`config.mk`:
```
export PLATFORM = sky130hd
export DESIGN_NAME = dbuf_cmp_timer
export DESIGN_NICKNAME = d
export VERILOG_FILES = /design/src/rtl/cmp_timer_pkg.sv /design/src/rtl/cmp_tick_gen.sv /design/src/rtl/cmp_bank.sv /design/src/rtl/cmp_count_core.sv /design/src/rtl/dbuf_cmp_timer.sv
export SDC_FILE = /design/constraint.sdc
export NUM_CORES = 1
export LEC_CHECK = 0
export BUFFER_PORTS_ARGS = -buffer_cell sky130_fd_sc_hd__buf_2
export CORE_MARGIN = 2
export CORE_UTILIZATION = 30
export DETAILED_ROUTE_END_ITERATION = 8
export MAX_ROUTING_LAYER = met4
export PLACE_DENSITY = 0.48
export REMOVE_ABC_BUFFERS = 1
export SLEW_MARGIN = 20
export SYNTH_ARGS = -nofsm -noshare
export SYNTH_HDL_FRONTEND = slang
export SYNTH_HIERARCHICAL = 1
export SYNTH_SLANG_ARGS = --single-unit
```
`constraint.sdc`:
```
create_clock -name clk -period 3.07 [get_ports clk]
set_input_delay 0.614 -clock clk [delete_from_list [all_inputs] [get_ports clk]]
set_output_delay 0.614 -clock clk [all_outputs]
set_load 0.1 [all_outputs]
```
`src/rtl/cmp_timer_pkg.sv`:
```
package cmp_timer_pkg;

  typedef enum logic [1:0] {
    SRC_DIV1  = 2'd0,
    SRC_DIV4  = 2'd1,
    SRC_DIV16 = 2'd2,
    SRC_EXT   = 2'd3
  } tick_src_e;

  // control word layout, MSB first: [4:3] source, [2] buffer enable,
  // [1] clear on B, [0] run
  typedef struct packed {
    tick_src_e src;
    logic      dbuf;
    logic      clr_en;
    logic      run;
  } ctrl_t;

  localparam int CTRL_W = $bits(ctrl_t);

  localparam logic [1:0] ADDR_CTRL = 2'd0;
  localparam logic [1:0] ADDR_CMPA = 2'd1;
  localparam logic [1:0] ADDR_CMPB = 2'd2;

endpackage

```
`src/rtl/cmp_tick_gen.sv`:
```
module cmp_tick_gen
  import cmp_timer_pkg::*;
#(
  parameter int MID_LOG2    = 2,
  parameter int SLOW_LOG2   = 4,
  parameter int SYNC_STAGES = 2
) (
  input  logic      clk,
  input  logic      rst,
  input  tick_src_e src,
  input  logic      ext_i,
  output logic      tick_o
);

  logic [SLOW_LOG2-1:0] div_q;
  logic [SYNC_STAGES:0] sync_q;
  logic                 ext_edge;
  logic                 tap_mid;
  logic                 tap_slow;

  // free-running divider shared by the two slow taps
  always_ff @(posedge clk) begin
    if (rst) div_q <= '0;
    else     div_q <= div_q + 1'b1;
  end

  // synchronizer chain plus one history flop for edge detection
  always_ff @(posedge clk) begin
    if (rst) sync_q <= '0;
    else     sync_q <= {sync_q[SYNC_STAGES-1:0], ext_i};
  end

  assign ext_edge = sync_q[SYNC_STAGES-1] & ~sync_q[SYNC_STAGES];
  assign tap_mid  = &div_q[MID_LOG2-1:0];
  assign tap_slow = &div_q;

  always_comb begin
    unique case (src)
      SRC_DIV1:  tick_o = 1'b1;
      SRC_DIV4:  tick_o = tap_mid;
      SRC_DIV16: tick_o = tap_slow;
      default:   tick_o = ext_edge;
    endcase
  end

endmodule

```
`src/rtl/cmp_bank.sv`:
```
module cmp_bank #(
  parameter int W     = 16,
  parameter int N_CMP = 2
) (
  input  logic             clk,
  input  logic             rst,
  input  logic [N_CMP-1:0] wr_sel,
  input  logic [W-1:0]     wr_data,
  input  logic             direct,
  input  logic             xfer,
  output logic [W-1:0]     cmp_o [N_CMP]
);

  logic [W-1:0] buf_q [N_CMP];
  logic [W-1:0] act_q [N_CMP];

  for (genvar g = 0; g < N_CMP; g++) begin : g_ch
    always_ff @(posedge clk) begin
      if (rst) begin
        buf_q[g] <= '0;
        act_q[g] <= '0;
      end else begin
        if (wr_sel[g]) buf_q[g] <= wr_data;
        if (wr_sel[g] && direct) act_q[g] <= wr_data;
        else if (xfer)           act_q[g] <= buf_q[g];
      end
    end
    assign cmp_o[g] = act_q[g];
  end

endmodule

```
`src/rtl/cmp_count_core.sv`:
```
module cmp_count_core #(
  parameter int W = 16
) (
  input  logic         clk,
  input  logic         rst,
  input  logic         run,
  input  logic         tick,
  input  logic         clr_en,
  input  logic [W-1:0] cmp_a,
  input  logic [W-1:0] cmp_b,
  output logic         hit_b,
  output logic [W-1:0] count_o,
  output logic         match_a_o,
  output logic         match_b_o,
  output logic         ovf_o
);

  localparam logic [W-1:0] ALL_ONES = '1;

  logic [W-1:0] cnt_q;
  logic         step;
  logic         hit_a;
  logic         reload;
  logic         wrap;

  assign step   = run & tick;
  assign hit_a  = step & (cnt_q == cmp_a);
  assign hit_b  = step & (cnt_q == cmp_b);
  assign reload = hit_b & clr_en;
  assign wrap   = step & (cnt_q == ALL_ONES) & ~reload;

  always_ff @(posedge clk) begin
    if (rst) begin
      cnt_q     <= '0;
      match_a_o <= 1'b0;
      match_b_o <= 1'b0;
      ovf_o     <= 1'b0;
    end else begin
      match_a_o <= hit_a;
      match_b_o <= hit_b;
      ovf_o     <= wrap;
      if (!run)        cnt_q <= '0;
      else if (reload) cnt_q <= '0;
      else if (step)   cnt_q <= cnt_q + 1'b1;
    end
  end

  assign count_o = cnt_q;

endmodule

```
`src/rtl/dbuf_cmp_timer.sv`:
```
module dbuf_cmp_timer
  import cmp_timer_pkg::*;
#(
  parameter int W           = 16,
  parameter int MID_LOG2    = 2,
  parameter int SLOW_LOG2   = 4,
  parameter int SYNC_STAGES = 2
) (
  input  logic         clk,
  input  logic         rst,
  input  logic         wr_en,
  input  logic [1:0]   wr_addr,
  input  logic [W-1:0] wr_data,
  input  logic         ext_i,
  output logic [W-1:0] count_o,
  output logic         match_a_o,
  output logic         match_b_o,
  output logic         ovf_o
);

  localparam int N_CMP = 2;

  ctrl_t            ctrl_q;
  logic             run_q;
  logic             clr_q;
  logic             tick;
  logic             hit_b;
  logic             direct;
  logic             xfer;
  logic [N_CMP-1:0] wr_sel;
  logic [W-1:0]     cmp_val [N_CMP];

  always_ff @(posedge clk) begin
    if (rst) ctrl_q <= '0;
    else if (wr_en && wr_addr == ADDR_CTRL) ctrl_q <= ctrl_t'(wr_data[CTRL_W-1:0]);
  end

  assign run_q     = ctrl_q.run;
  assign clr_q     = ctrl_q.clr_en;
  assign wr_sel[0] = wr_en && (wr_addr == ADDR_CMPA);
  assign wr_sel[1] = wr_en && (wr_addr == ADDR_CMPB);
  assign direct    = ~ctrl_q.dbuf | ~ctrl_q.run;
  assign xfer      = ctrl_q.dbuf & hit_b;

  cmp_tick_gen #(
    .MID_LOG2(MID_LOG2), .SLOW_LOG2(SLOW_LOG2), .SYNC_STAGES(SYNC_STAGES)
  ) u_tick (
    .clk(clk), .rst(rst), .src(ctrl_q.src), .ext_i(ext_i), .tick_o(tick)
  );

  cmp_bank #(.W(W), .N_CMP(N_CMP)) u_bank (
    .clk(clk), .rst(rst), .wr_sel(wr_sel), .wr_data(wr_data),
    .direct(direct), .xfer(xfer), .cmp_o(cmp_val)
  );

  cmp_count_core #(.W(W)) u_core (
    .clk(clk), .rst(rst), .run(run_q), .tick(tick), .clr_en(clr_q),
    .cmp_a(cmp_val[0]), .cmp_b(cmp_val[1]), .hit_b(hit_b),
    .count_o(count_o), .match_a_o(match_a_o), .match_b_o(match_b_o),
    .ovf_o(ovf_o)
  );

endmodule

```
Yosys cells after proc, flatten, opt, wreduce, memory -nomap -nowiden --
Memory sizes are Yosys's and may differ from the RTL's. Index checks and enable logic that the tools add are counted. W data, S select, Z words.
Storage, ports and cells: register bits after elaboration 31, RAM bits 64, bits of input ports 22, output and inout bits 19, word-level logic and storage cells 78, memories kept 2
Cells by class: add/sub/neg operators 2, eq/ne operators 7, muxes and demuxes 28, bitwise logic cells 19, reductions and logical operators 10
Memories:
- u_bank.act_q | words 2, bits a word 16, read ports 2, clocked after Yosys merged registers in 0, wr ports 2, line cmp_bank.sv:15 | logic [W-1:0] act_q [N_CMP];
- u_bank.buf_q | words 2, bits a word 16, read ports 2, clocked after Yosys merged registers in 0, wr ports 2, line cmp_bank.sv:14 | logic [W-1:0] buf_q [N_CMP];
Operators by type and width (number):
- $mux W16 | 6
- $eq A16 B16 Y1 | 2
- $mux W1 | 21
- $add A16 B1 Y16 const B | 1
- $eq A16 B16 Y1 const B | 1
- $and A1 B1 Y1 | 8
- $or A1 B1 Y1 | 7
- $logic_and A1 B1 Y1 | 5
- $add A4 B1 Y4 const B | 1
- $eq A2 B1 Y1 const B | 2
- $eq A2 B2 Y1 const B | 2
- $logic_not A2 Y1 | 2
- $not A1 Y1 | 4
- $reduce_and A4 Y1 | 1
- $pmux W1 S3 | 1
- $reduce_or A3 Y1 | 1
- $reduce_and A2 Y1 | 1

Depth between registers and ports, before layout --
Gate-level depths: netlist of the first run.
depth after elaboration 11, depth in mapped cells 11, gate-level depth less buffers 9

Modules after synthesis --
Netlist of the first run, hierarchy kept.
Modules (own cells, without submodules):
- cmp_bank | instances 1, cells an instance 219, area each 2826.5 um^2, sequential area each 1921.8 um^2
- cmp_count_core | instances 1, cells an instance 138, area each 1197.4 um^2, sequential area each 380.4 um^2
- cmp_tick_gen | instances 1, cells an instance 23, area each 264.0 um^2, sequential area each 140.1 um^2
- dbuf_cmp_timer | instances 1, cells an instance 26, area each 259.0 um^2, sequential area each 100.1 um^2

Least setup slack after synthesis of the first run --
OpenSTA, ideal clock, no wires.
path type register -> register, from register u_core.cnt_q[5], in the netlist u_core/count_o[5], to memory u_bank.act_q[0][0], enable pin, data arrival time 2.839 ns, data required time 2.698 ns, slack -0.141 ns, cell stages (with the launch flop) 11, path through dfxtp_1 buf_4 inv_1 a221oi_1 nand4_2 nor3_1 and2_1 buf_2 buf_2 nor2_1 nand2_1
RTL lines:
- from (decl) | line cmp_count_core.sv:20 | logic [W-1:0] cnt_q;
- from (signal assigned) | line cmp_count_core.sv:44 | else if (step) cnt_q <= cnt_q + 1'b1;
- to (decl) | line cmp_bank.sv:15

==> results of run 1 <==
metal layers:
metal	up-vias	wire [um]
li1	1476	-
met5	-	0
met2	65	4848
met4	0	183
met3	12	412
met1	1430	4871
flip-flops by register name (all words and copies together) (netlist names):
| name | flops |
|---|---|
| u_core/ovf_o | 1 |
| u_core/match_a_o | 1 |
| u_bank/act_q | 32 |
| clr_q | 1 |
| u_tick/sync_q | 3 |
| ctrl_q | 3 |
| u_core/match_b_o | 1 |
| u_bank/buf_q | 32 |
| run_q | 1 |
| u_core/count_o | 16 |
| u_tick/div_q | 4 |
worst max-delay path, cell delays in order, from the launching register on:
cell,delay (ns)
dfxtp_1,0.38
ha_1,0.22
nor2b_1,0.06
o211ai_1,0.18
nand2_1,0.18
or3_1,0.47
nor3_1,0.23
and2_1,0.19
buf_4,0.35
nand3_1,0.15
a21oi_2,0.19
cell type report:
class,instances,area [sq um],area share
well taps,184,230.2,0.04464
multi-input cells,285,1833,0.3554
flip-flops and latches,95,2542,0.4930
clock buffers,10,229.0,0.04440
clock inverters,6,62.56,0.01213
repair buffers,47,252.7,0.04901
inverters,2,7.507,0.001456
cell families (layout without fill, tap and decap cells):
kind of cell,after synthesis,count (layout)
buffers and inverters,26,65
AOI/OAI and AO/OA,40,40
adders and majority gates,2,2
xor gates and xnor gates,45,45
DFF,95,95
muxes,6,6
and+or+nand+nor,192,192
cells in the mapped netlist, types with 2 or more instances:
cell / number / share of area
clkbuf_2: 2 / 0.0022
nand2_2: 2 / 0.0028
nor2b_4: 2 / 0.0061
nand4_1: 7 / 0.0096
xnor2_1: 10 / 0.019
a21oi_1: 15 / 0.017
buf_2: 12 / 0.013
or3_1: 3 / 0.0041
nor2b_1: 4 / 0.0055
nor3_1: 4 / 0.0044
xor2_1: 35 / 0.067
a21oi_2: 20 / 0.039
nand3_1: 37 / 0.041
nor2_1: 20 / 0.017
and2b_1: 3 / 0.0050
buf_8: 2 / 0.0066
mux2i_1: 5 / 0.011
nand2b_1: 10 / 0.014
dfxtp_1: 31 / 0.14
and3_1: 3 / 0.0041
buf_6: 4 / 0.0099
ha_1: 2 / 0.0055
edfxtp_1: 64 / 0.42
nor4_1: 5 / 0.0069
clkbuf_1: 3 / 0.0025
inv_1: 2 / 0.0017
or2_2: 2 / 0.0028
nand4b_1: 2 / 0.0039
and2_1: 36 / 0.050
nand2_1: 45 / 0.037
worst max-delay path by stage:
| stage | to | slack, ns |
|---|---|---|
| 5_1_grt | u_bank/act_q[1][12] | 0.04 |
| 6_report | u_bank/act_q[1][14] | 0.30 |
| 2_1_floorplan | u_bank/act_q[0][0] | -0.38 |
| 3_5_place_dp | u_bank/act_q[1][12] | 0.35 |
| 4_1_cts | u_bank/act_q[1][12] | 0.33 |
| 3_3_place_gp | u_bank/act_q[1][12] | 0.44 |
power groups by stage:
stage	clock [W]	sequential, W	combinational [W]
floorplan	0	0.00147	0.0000798
global placement	0	0.00148	0.000151
detailed placement	0	0.00148	0.000153
global route	0.00120	0.00145	0.000165
CTS	0.00115	0.00145	0.000154
finish	0.00112	0.00145	0.000149
per-stage QoR:
stage / cells / power [W] / setup slack [ns]
after floorplan: 382 / 0.001548 / -0.3822
after global placement: 613 / 0.001629 / 0.4433
after detailed placement: 613 / 0.001631 / 0.3497
after CTS: 629 / 0.002753 / 0.3333
after global routing: 629 / 0.002821 / 0.03617
final: 629 / 0.002717 / 0.3013
==> impl_metrics.sql, run 1 <==
INSERT INTO impl_metrics (metric_group, metric, value, unit) VALUES
('outcome', 'result_of_the_run', 'finished clean', ''),
('finish', 'antenna-diode-count', '0', ''),
('sta', 'timing_worst_slew_pin_value', '0.7574', 'ns'),
('setup_path', 'worst_r2r_startpoint', 'u_tick/div_q[0]', ''),
('clocking', 'cts_root_buffer', 'clkbuf_16', ''),
('min_path', 'min_from', 'u_tick/sync_q[0]', ''),
('placed_design', 'place_area', '4866', 'sq um'),
('yosys', 'dominantRegCellSynth', 'edfxtp_1', ''),
('min_path', 'hold_crit_path_type', 'reg -> reg', ''),
('grt', 'grt.overflow.total', '0', ''),
('setup_path', 'critical_path.reg2reg.endpoint', 'u_bank/act_q[1][14]', ''),
('yosys', 'yosysWarnings', '6', ''),
('sta', 'setup_repair_after_global_routing_missed_its_margin', 'false', ''),
('grt', 'grt_max_degree', '33', ''),
('yosys', 'sequential_element_share_of_the_synthesized_area', '0.5592', ''),
('floorplanning', 'placement_rows', '44', ''),
('clocking', 'post_cts_resized', '0', ''),
('placed_design', 'io_buffer_count', '40', ''),
('grt', 'grt.busiest_layer', 'met2', ''),
('finish', 'layout_nets', '464', ''),
('sta', 'timing.final.crit_share', '0.9019', ''),
('sta', 'fin_skew', '0.01079', 'ns'),
('detailed_routing', 'route.antenna.remaining_nets', '0', ''),
('sta', 'timing.final.crit_period', '2.769', 'ns'),
('min_path', 'worst_hold_path.endpoint', 'u_tick/sync_q[1]', ''),
('setup_path', 'worst_ep_arrival_time', '2.97', 'ns'),
('yosys', 'synth_adder_area_share', '0.005504', ''),
('sta', 'finalSetupViolCount', '0', ''),
('clocking', 'cts_buffers', '9', ''),
('sta', 'slew_viol_final', '0', ''),
('floorplanning', 'die-width', '127.1', 'um'),
('detailed_routing', 'drt_drc_violations_left', '0', ''),
('clocking', 'worst_skew_late_latency', '0.35', 'ns'),
('yosys', 'yosys.area_share.xor_xnor', '0.08668', ''),
('finish', 'layout.core_utilization', '0.3522', ''),
('floorplanning', 'fp.dieH', '127.1', 'um'),
('sta', 'fmax', '361.2', 'MHz'),
('finish', 'layout.cells.most_common_list', 'edfxtp_1 (64), nand2_1 (45), buf_2 (40), nand3_1 (37), and2_1 (36)', ''),
('min_path', 'worst_hold_path.num_cells', '1', ''),
('detailed_routing', 'drt-total-wl', '10320', 'um'),
('finish', 'area_growth_syn_to_layout', '13.43', '%'),
('power_and_ir_drop', 'power_density', '526.8', 'nW/um^2'),
('detailed_routing', 'detailedRoute.firstPassIterationCount', '5', ''),
('power_and_ir_drop', 'share_clk_of_total_power', '0.412', ''),
('power_and_ir_drop', 'vdd_drop_max', '285.9', 'uV'),
('setup_path', 'cp_max_fo', '32', ''),
('clocking', 'clock_tree.buffer_depth', '2', ''),
('finish', 'stdcell_area', '5157', 'sq um'),
('yosys', 'synthDistinctLibCells', '44', ''),
('detailed_routing', 'drtIter0Drc', '236', ''),
('yosys', 'post_synth_and_or_nand_nor_area_fraction', '0.2309', ''),
('detailed_routing', 'drt-wirelength-per-cell', '16.40', 'um'),
('power_and_ir_drop', 'sequentialPowerShare', '0.533', ''),
('grt', 'track_usage', '0.1367', ''),
('power_and_ir_drop', 'power.switching_fraction', '0.2250', ''),
('yosys', 'postSynthCellCount', '406', ''),
('grt', 'number_of_antenna_violations_at_the_first_check_in_global_routing', '0', ''),
('power_and_ir_drop', 'power.leakage', '1.914', 'nW'),
('yosys', 'post_synth.cell_area_avg', '11.20', 'sq um'),
('yosys', 'edff_count_synth', '64', ''),
('setup_path', 'crit_start', 'u_tick/div_q[0]', ''),
('clocking', 'cts_tree', 'yes', ''),
('floorplanning', 'initial_utilization', '0.3105', ''),
('setup_path', 'startpoint_type_of_the_worst_setup_path', 'flop', ''),
('grt', 'grt_use_met1', '0.1773', ''),
('grt', 'met2_track_utilization_from_global_routing', '0.2084', ''),
('floorplanning', 'die-area', '16160', 'sq um'),
('grt', 'grt_pass1_wl', '16330', 'um'),
('sta', 'whs', '0.4353', 'ns'),
('setup_path', 'worst-r2r-cell-count', '10', ''),
('yosys', 'async_set_or_reset_register_ratio_after_synthesis', '0', '');
No activity file was read; power rests on OpenSTA's default activity.
==> inputs of run 2 (changes only) <==
--- a/config.mk
+++ b/config.mk
@@ -5,12 +5,11 @@
 export SDC_FILE = /design/constraint.sdc
 export NUM_CORES = 1
 export LEC_CHECK = 0
-export BUFFER_PORTS_ARGS = -buffer_cell sky130_fd_sc_hd__buf_2
+export BUFFER_PORTS_ARGS = -buffer_cell sky130_fd_sc_hd__buf_4
 export CORE_MARGIN = 2
 export CORE_UTILIZATION = 30
 export DETAILED_ROUTE_END_ITERATION = 8
 export MAX_ROUTING_LAYER = met4
-export PLACE_DENSITY = 0.48
 export REMOVE_ABC_BUFFERS = 1
 export SLEW_MARGIN = 20
 export SYNTH_ARGS = -nofsm -noshare
==> run 2 against run 1 <==
Against the previous run: wire length down 9.1%; critical path depth unchanged; sequential share of layout area down 0.86 points; combinational power up 3%; final cell count down 0.32%; total power down 0.34%; utilization up 0.62 points; via count down 1.7%; critical path type unchanged; critical endpoint is now u_bank/act_q[1][4].
==> impl_metrics.sql, run 2 (synthesized netlist as in run 1, its figures left out) <==
INSERT INTO impl_metrics (metric_group, metric, value, unit) VALUES
('sta', 'timing_worst_slew_pin_value', '0.8202', 'ns'),
('power_and_ir_drop', 'power.leakage', '1.914', 'nW'),
('setup_path', 'worst_ep_arrival_time', '2.91', 'ns'),
('clocking', 'cts_tree', 'yes', ''),
('floorplanning', 'die-area', '16160', 'sq um'),
('clocking', 'number_of_sinks_on_the_clock_net', '95', ''),
('clocking', 'cts_root_buffer', 'clkbuf_16', ''),
('grt', 'first_global_vias', '2907', ''),
('sta', 'finalSetupViolCount', '0', ''),
('clocking', 'cts_buffers', '9', ''),
('finish', 'final.fill_count', '1443', ''),
('detailed_routing', 'drt-total-wl', '9379', 'um'),
('setup_path', 'worst_ep_required_time', '3.24', 'ns'),
('detailed_routing', 'detailroute.wirelength.met3', '427', 'um'),
('clocking', 'holdBufCountCts', '0', ''),
('grt', 'grt_pass1_wl', '15480', 'um'),
('sta', 'setup_repair_after_global_routing_missed_its_margin', 'false', ''),
('finish', 'area_growth_syn_to_layout', '15.44', '%'),
('placed_design', 'io_buffer_count', '40', ''),
('finish', 'antenna-diode-count', '0', ''),
('finish', 'layout.core_utilization', '0.3584', ''),
('clocking', 'cts_setup_buffers', '0', ''),
('placed_design', 'final_replace_weighted_congestion', '0.8372', ''),
('sta', 'fin_skew', '0.003772', 'ns'),
('detailed_routing', 'via_count', '2931', ''),
('setup_path', 'cp_max_fo', '32', ''),
('sta', 'hold_viol', '0', ''),
('detailed_routing', 'drt-wirelength-per-cell', '14.96', 'um'),
('placed_design', 'place_ws', '0.2923', 'ns'),
('clocking', 'worst_skew_late_latency', '0.34', 'ns'),
('sta', 'timing.final.crit_share', '0.8941', ''),
('flow_run', 'timing.max_cap.violations', '0', ''),
('sta', 'slew_headroom', '0.4490', ''),
('min_path', 'hold_crit_path_type', 'reg -> reg', ''),
('floorplanning', 'initial_utilization', '0.3105', ''),
('detailed_routing', 'met2RoutedLength', '4378', 'um'),
('sta', 'fmax', '364.3', 'MHz'),
('finish', 'most_common_cell_after_layout_fill_and_taps_aside', 'edfxtp_1', ''),
('sta', 'timing.final.crit_period', '2.745', 'ns'),
('detailed_routing', 'top_signal_layer_used', 'met4', ''),
('detailed_routing', 'vias_per_cell', '4.675', ''),
('outcome', 'result_of_the_run', 'finished clean', ''),
('setup_path', 'crit_path_end_kind', 'flop', ''),
('clocking', 'clock_tree.buffer_depth', '2', ''),
('grt', 'grt.overflow.total', '0', ''),
('finish', 'drive_gt1_frac', '0.2077', ''),
('clocking', 'clk_pin_slew', '0.06', 'ns'),
('setup_path', 'criticalPathCategory', 'reg -> reg', ''),
('placed_design', 'dp.final_hpwl', '6704', 'um'),
('clocking', 'cts_htree_levels', '3', ''),
('power_and_ir_drop', 'vdd_drop_max', '336.2', 'uV'),
('floorplanning', 'die-width', '127.1', 'um'),
('floorplanning', 'io_pins', '41', ''),
('grt', 'track_usage', '0.1260', ''),
('detailed_routing', 'detailedRoute.firstPassIterationCount', '4', ''),
('detailed_routing', 'drt_drc_violations_left', '0', ''),
('finish', 'layout.cells.most_common_list', 'edfxtp_1 (64), nand2_1 (45), buf_4 (45), nand3_1 (37), and2_1 (36)', ''),
('power_and_ir_drop', 'power_density', '515.9', 'nW/um^2'),
('floorplanning', 'core_area', '14640', 'sq um'),
('finish', 'finalNonFillerCells', '627', ''),
('setup_path', 'startpoint_type_of_the_worst_setup_path', 'flop', ''),
('detailed_routing', 'route.antenna.remaining_nets', '0', ''),
('setup_path', 'reg2reg_slack', '0.33', 'ns'),
('floorplanning', 'fp.dieH', '127.1', 'um'),
('detailed_routing', 'detail_route.wirelength.met1', '4388', 'um'),
('grt', 'grt_max_degree', '60', ''),
('floorplanning', 'placement_rows', '44', ''),
('detailed_routing', 'drtIter0Drc', '312', ''),
('sta', 'tns', '0', 'ns'),
('grt', 'number_of_antenna_violations_at_the_first_check_in_global_routing', '0', ''),
('sta', 'slew_viol_final', '0', ''),
('finish', 'layout_nets', '462', ''),
('placed_design', 'dp_cells', '611', ''),
('sta', 'worst_slack_setup_final', '0.3252', 'ns');
## run 2: final cells by class
class | instances | area, sq um | share of cell area
clock inverters | 3 | 42.54 | 0.008105
inverters | 2 | 7.507 | 0.001430
multi-input cells | 285 | 1838 | 0.3502
repair buffers | 45 | 337.8 | 0.06436
well taps | 184 | 230.2 | 0.04386
flip-flops and latches | 95 | 2542 | 0.4844
clock buffers | 13 | 250.2 | 0.04768
## run 2: per-stage QoR
stage / power (W) / instance area [sq um] / hold slack, ns
after detailed placement: 0.001631 / 4951 / 0.4258
after global routing: 0.002805 / 5249 / 0.4491
final: 0.002708 / 5249 / 0.4332
after global placement: 0.001627 / 4951 / 0.4240
after CTS: 0.002739 / 5244 / 0.4387
after floorplan: 0.001548 / 4383 / 0.4109
## run 2: worst paths after layout
kind	end	depth (start not counted)	startpoint
max	u_bank/act_q[1][4]	10	u_tick/div_q[0]
min	u_tick/sync_q[1]	1	u_tick/sync_q[0]
max reg2reg	u_bank/act_q[1][4]	10	u_tick/div_q[0]
min reg2reg	u_tick/sync_q[1]	1	u_tick/sync_q[0]
## run 2: repair_timing
item / CTS / global route
setup endpoints to repair: 0 / 2
resized for setup: 0 / 1
hold endpoints to repair: 0 / 0
## run 2: power breakdown
part / switching, W / internal, W / leakage (nW)
clock: 0.000455 / 0.000653 / 0.140
sequential: 0.0000230 / 0.00142 / 0.914
combinational: 0.0000958 / 0.0000573 / 0.860
## run 2: layer usage
layer	vias to the layer above	GRT usage
met5	-	-
met4	0	0.04654
met3	12	0.03099
met2	75	0.1939
met1	1368	0.1622
li1	1476	-
## run 2: worst max-delay path: stages (launching register included)
cell and delay [ns]:
dfxtp_1 0.37, ha_1 0.23, nor2b_1 0.06, o211ai_1 0.18, nand2_1 0.18, or3_1 0.48, nor3_2 0.22, and2_1 0.19
buf_4 0.31, nand3_1 0.12, a21oi_1 0.22
==> inputs of run 3 (changes only) <==
--- a/config.mk
+++ b/config.mk
@@ -5,7 +5,7 @@
 export SDC_FILE = /design/constraint.sdc
 export NUM_CORES = 1
 export LEC_CHECK = 0
-export BUFFER_PORTS_ARGS = -buffer_cell sky130_fd_sc_hd__buf_4
+export BUFFER_PORTS_ARGS = -buffer_cell sky130_fd_sc_hd__buf_2
 export CORE_MARGIN = 2
 export CORE_UTILIZATION = 30
 export DETAILED_ROUTE_END_ITERATION = 8
==> run 3 against run 2 <==
Against the previous run: wire length shrank 1.0%; clock skew grew 0.0013 ns; non-clock buffer count grew 5; clock power shrank 8%; die area is the same; design area shrank 1.7%; first-iteration DRC count shrank 30%; final cell count grew 0.80%; sequential cell count is the same; global-route usage shrank 0.13 points; total power shrank 3.5%; utilization shrank 0.61 points.
==> impl_metrics.sql, run 3 (synthesized netlist as in run 1, its figures left out) <==
INSERT INTO impl_metrics (metric_group, metric, value, unit) VALUES
('outcome', 'result_of_the_run', 'finished clean', ''),
('sta', 'timing_worst_slew_pin_value', '0.8237', 'ns'),
('grt', 'track_usage', '0.1247', ''),
('finish', 'layout_nets', '467', ''),
('detailed_routing', 'vias_per_cell', '4.590', ''),
('sta', 'timing.final.crit_period', '2.836', 'ns'),
('finish', 'layout.cells.most_common_list', 'edfxtp_1 (64), nand2_1 (45), buf_2 (40), nand3_1 (37)', ''),
('setup_path', 'worst_ep_required_time', '3.10', 'ns'),
('sta', 'slew_headroom', '0.4467', ''),
('floorplanning', 'die-width', '127.1', 'um'),
('floorplanning', 'fp.dieH', '127.1', 'um'),
('detailed_routing', 'via_count', '2901', ''),
('setup_path', 'worst_ep_arrival_time', '2.87', 'ns'),
('sta', 'slew_viol_final', '0', ''),
('min_path', 'worst_hold_path.num_cells', '1', ''),
('placed_design', 'dp.final_hpwl', '6898', 'um'),
('setup_path', 'criticalPathCategory', 'reg -> reg', ''),
('clocking', 'clk_pin_slew', '0.06', 'ns'),
('grt', 'grt.overflow.total', '0', ''),
('detailed_routing', 'drt-wirelength-per-cell', '14.69', 'um'),
('finish', 'stdcell_area', '5160', 'sq um'),
('finish', 'antenna-diode-count', '0', ''),
('power_and_ir_drop', 'vdd_drop_max', '233.4', 'uV'),
('sta', 'worst_slack_setup_final', '0.2336', 'ns'),
('detailed_routing', 'detailedRoute.firstPassIterationCount', '4', ''),
('power_and_ir_drop', 'power_density', '506.5', 'nW/um^2'),
('sta', 'hold_viol', '0', ''),
('floorplanning', 'core_area', '14640', 'sq um'),
('finish', 'final.fill_count', '1445', ''),
('clocking', 'cts_buffers', '9', ''),
('sta', 'finalSetupViolCount', '0', ''),
('floorplanning', 'io_pins', '41', ''),
('finish', 'most_common_cell_after_layout_fill_and_taps_aside', 'edfxtp_1', ''),
('detailed_routing', 'route.antenna.remaining_nets', '0', ''),
('clocking', 'number_of_sinks_on_the_clock_net', '95', ''),
('setup_path', 'crit_path_end_kind', 'flop', ''),
('finish', 'drive_gt1_frac', '0.2188', ''),
('min_path', 'hold_crit_path_type', 'reg -> reg', ''),
('clocking', 'worst_skew_late_latency', '0.33', 'ns'),
('clocking', 'cts_htree_levels', '3', ''),
('setup_path', 'startpoint_type_of_the_worst_setup_path', 'flop', ''),
('setup_path', 'cp_max_fo', '16', ''),
('detailed_routing', 'drt_drc_violations_left', '0', ''),
('grt', 'number_of_antenna_violations_at_the_first_check_in_global_routing', '0', ''),
('placed_design', 'place_area', '4888', 'sq um'),
('power_and_ir_drop', 'power.leakage', '1.922', 'nW'),
('finish', 'area_growth_syn_to_layout', '13.48', '%'),
('detailed_routing', 'drt-total-wl', '9283', 'um'),
('clocking', 'cts_root_buffer', 'clkbuf_16', ''),
('placed_design', 'final_replace_weighted_congestion', '0.9256', ''),
('placed_design', 'place_ws', '0.2029', 'ns'),
('placed_design', 'io_buffer_count', '40', ''),
('sta', 'fmax', '352.6', 'MHz'),
('sta', 'timing.final.crit_share', '0.9239', ''),
('clocking', 'cts_tree', 'yes', ''),
('grt', 'grt_pass1_wl', '15350', 'um'),
('floorplanning', 'initial_utilization', '0.3105', ''),
('clocking', 'clock_tree.buffer_depth', '2', ''),
('clocking', 'cts_setup_buffers', '0', ''),
('sta', 'setup_repair_after_global_routing_missed_its_margin', 'false', ''),
('sta', 'fin_skew', '0.005066', 'ns'),
('grt', 'first_global_vias', '2933', ''),
('floorplanning', 'die-area', '16160', 'sq um'),
('grt', 'grt_max_degree', '33', ''),
('flow_run', 'timing.max_cap.violations', '0', ''),
('floorplanning', 'placement_rows', '44', ''),
('detailed_routing', 'drtIter0Drc', '218', ''),
('setup_path', 'worst-r2r-cell-count', '10', '');
## run 3: changes by cell type in the layout (fill, tap and decap cells not counted), sizes merged
cell,change
buf,+5
bufinv,-1
clkinv,+2
clkinvlp,-1
## run 3: what timing repair did
item	CTS	global route
resized for setup	0	1
setup endpoints to repair	0	26
hold buffers	0	0
## run 3: final timing paths
check | from | to | slack (ns)
setup / recovery | u_tick/div_q[0] | u_bank/act_q[1][9] | 0.23
hold / removal | u_tick/sync_q[0] | u_tick/sync_q[1] | 0.43
setup reg to reg | u_tick/div_q[0] | u_bank/act_q[1][9] | 0.23
hold reg to reg | u_tick/sync_q[0] | u_tick/sync_q[1] | 0.43
## run 3: critical path, stage by stage, from the launching register on
cell and delay (ns):
dfxtp_1 0.37, ha_1 0.22, nor2b_1 0.07, o211ai_1 0.19
nand2_1 0.18, or3_1 0.48, nor3_1 0.28, and2_2 0.29
nor2_1 0.09, nand2_1 0.12, buf_4 0.24
## run 3: cell type report
type                            count  area, sq um  share of cell area
Sequential cell                    95         2542              0.4927
Multi-Input combinational cell    285         1834              0.3555
Timing Repair Buffer               50        275.3             0.05335
Clock buffer                       13        251.5             0.04874
Tap cell                          184        230.2             0.04462
Clock inverter                      3        18.77            0.003637
Inverter                            2        7.507            0.001455
## run 3: per-layer routing
metal / GRT usage / vias up / share of wire
met5: - / - / 0
met4: 0.05107 / 0 / 0.017
met1: 0.1613 / 1341 / 0.47
met2: 0.1913 / 70 / 0.47
met3: 0.02680 / 9 / 0.036
li1: - / 1481 / -
## run 3: power by group
part | internal (W) | total [W] | switching, W
sequential | 0.00142 | 0.00145 | 0.0000245
clock | 0.000574 | 0.00102 | 0.000444
combinational | 0.0000509 | 0.000147 | 0.0000960
total | 0.00205 | 0.00261 | 0.000565
## run 3: per-stage QoR
stage                     total power, W    util  TNS (ns)  hold slack (ns)  instances
after global routing            0.002712  0.3524         0           0.4520        632
final                           0.002614  0.3524         0           0.4328        632
after floorplan                 0.001548       -    -12.23           0.4109        382
after CTS                       0.002648  0.3523         0           0.4415        632
after detailed placement        0.001626  0.3338         0           0.4304        616
after global placement          0.001620  0.3338         0           0.4226        616
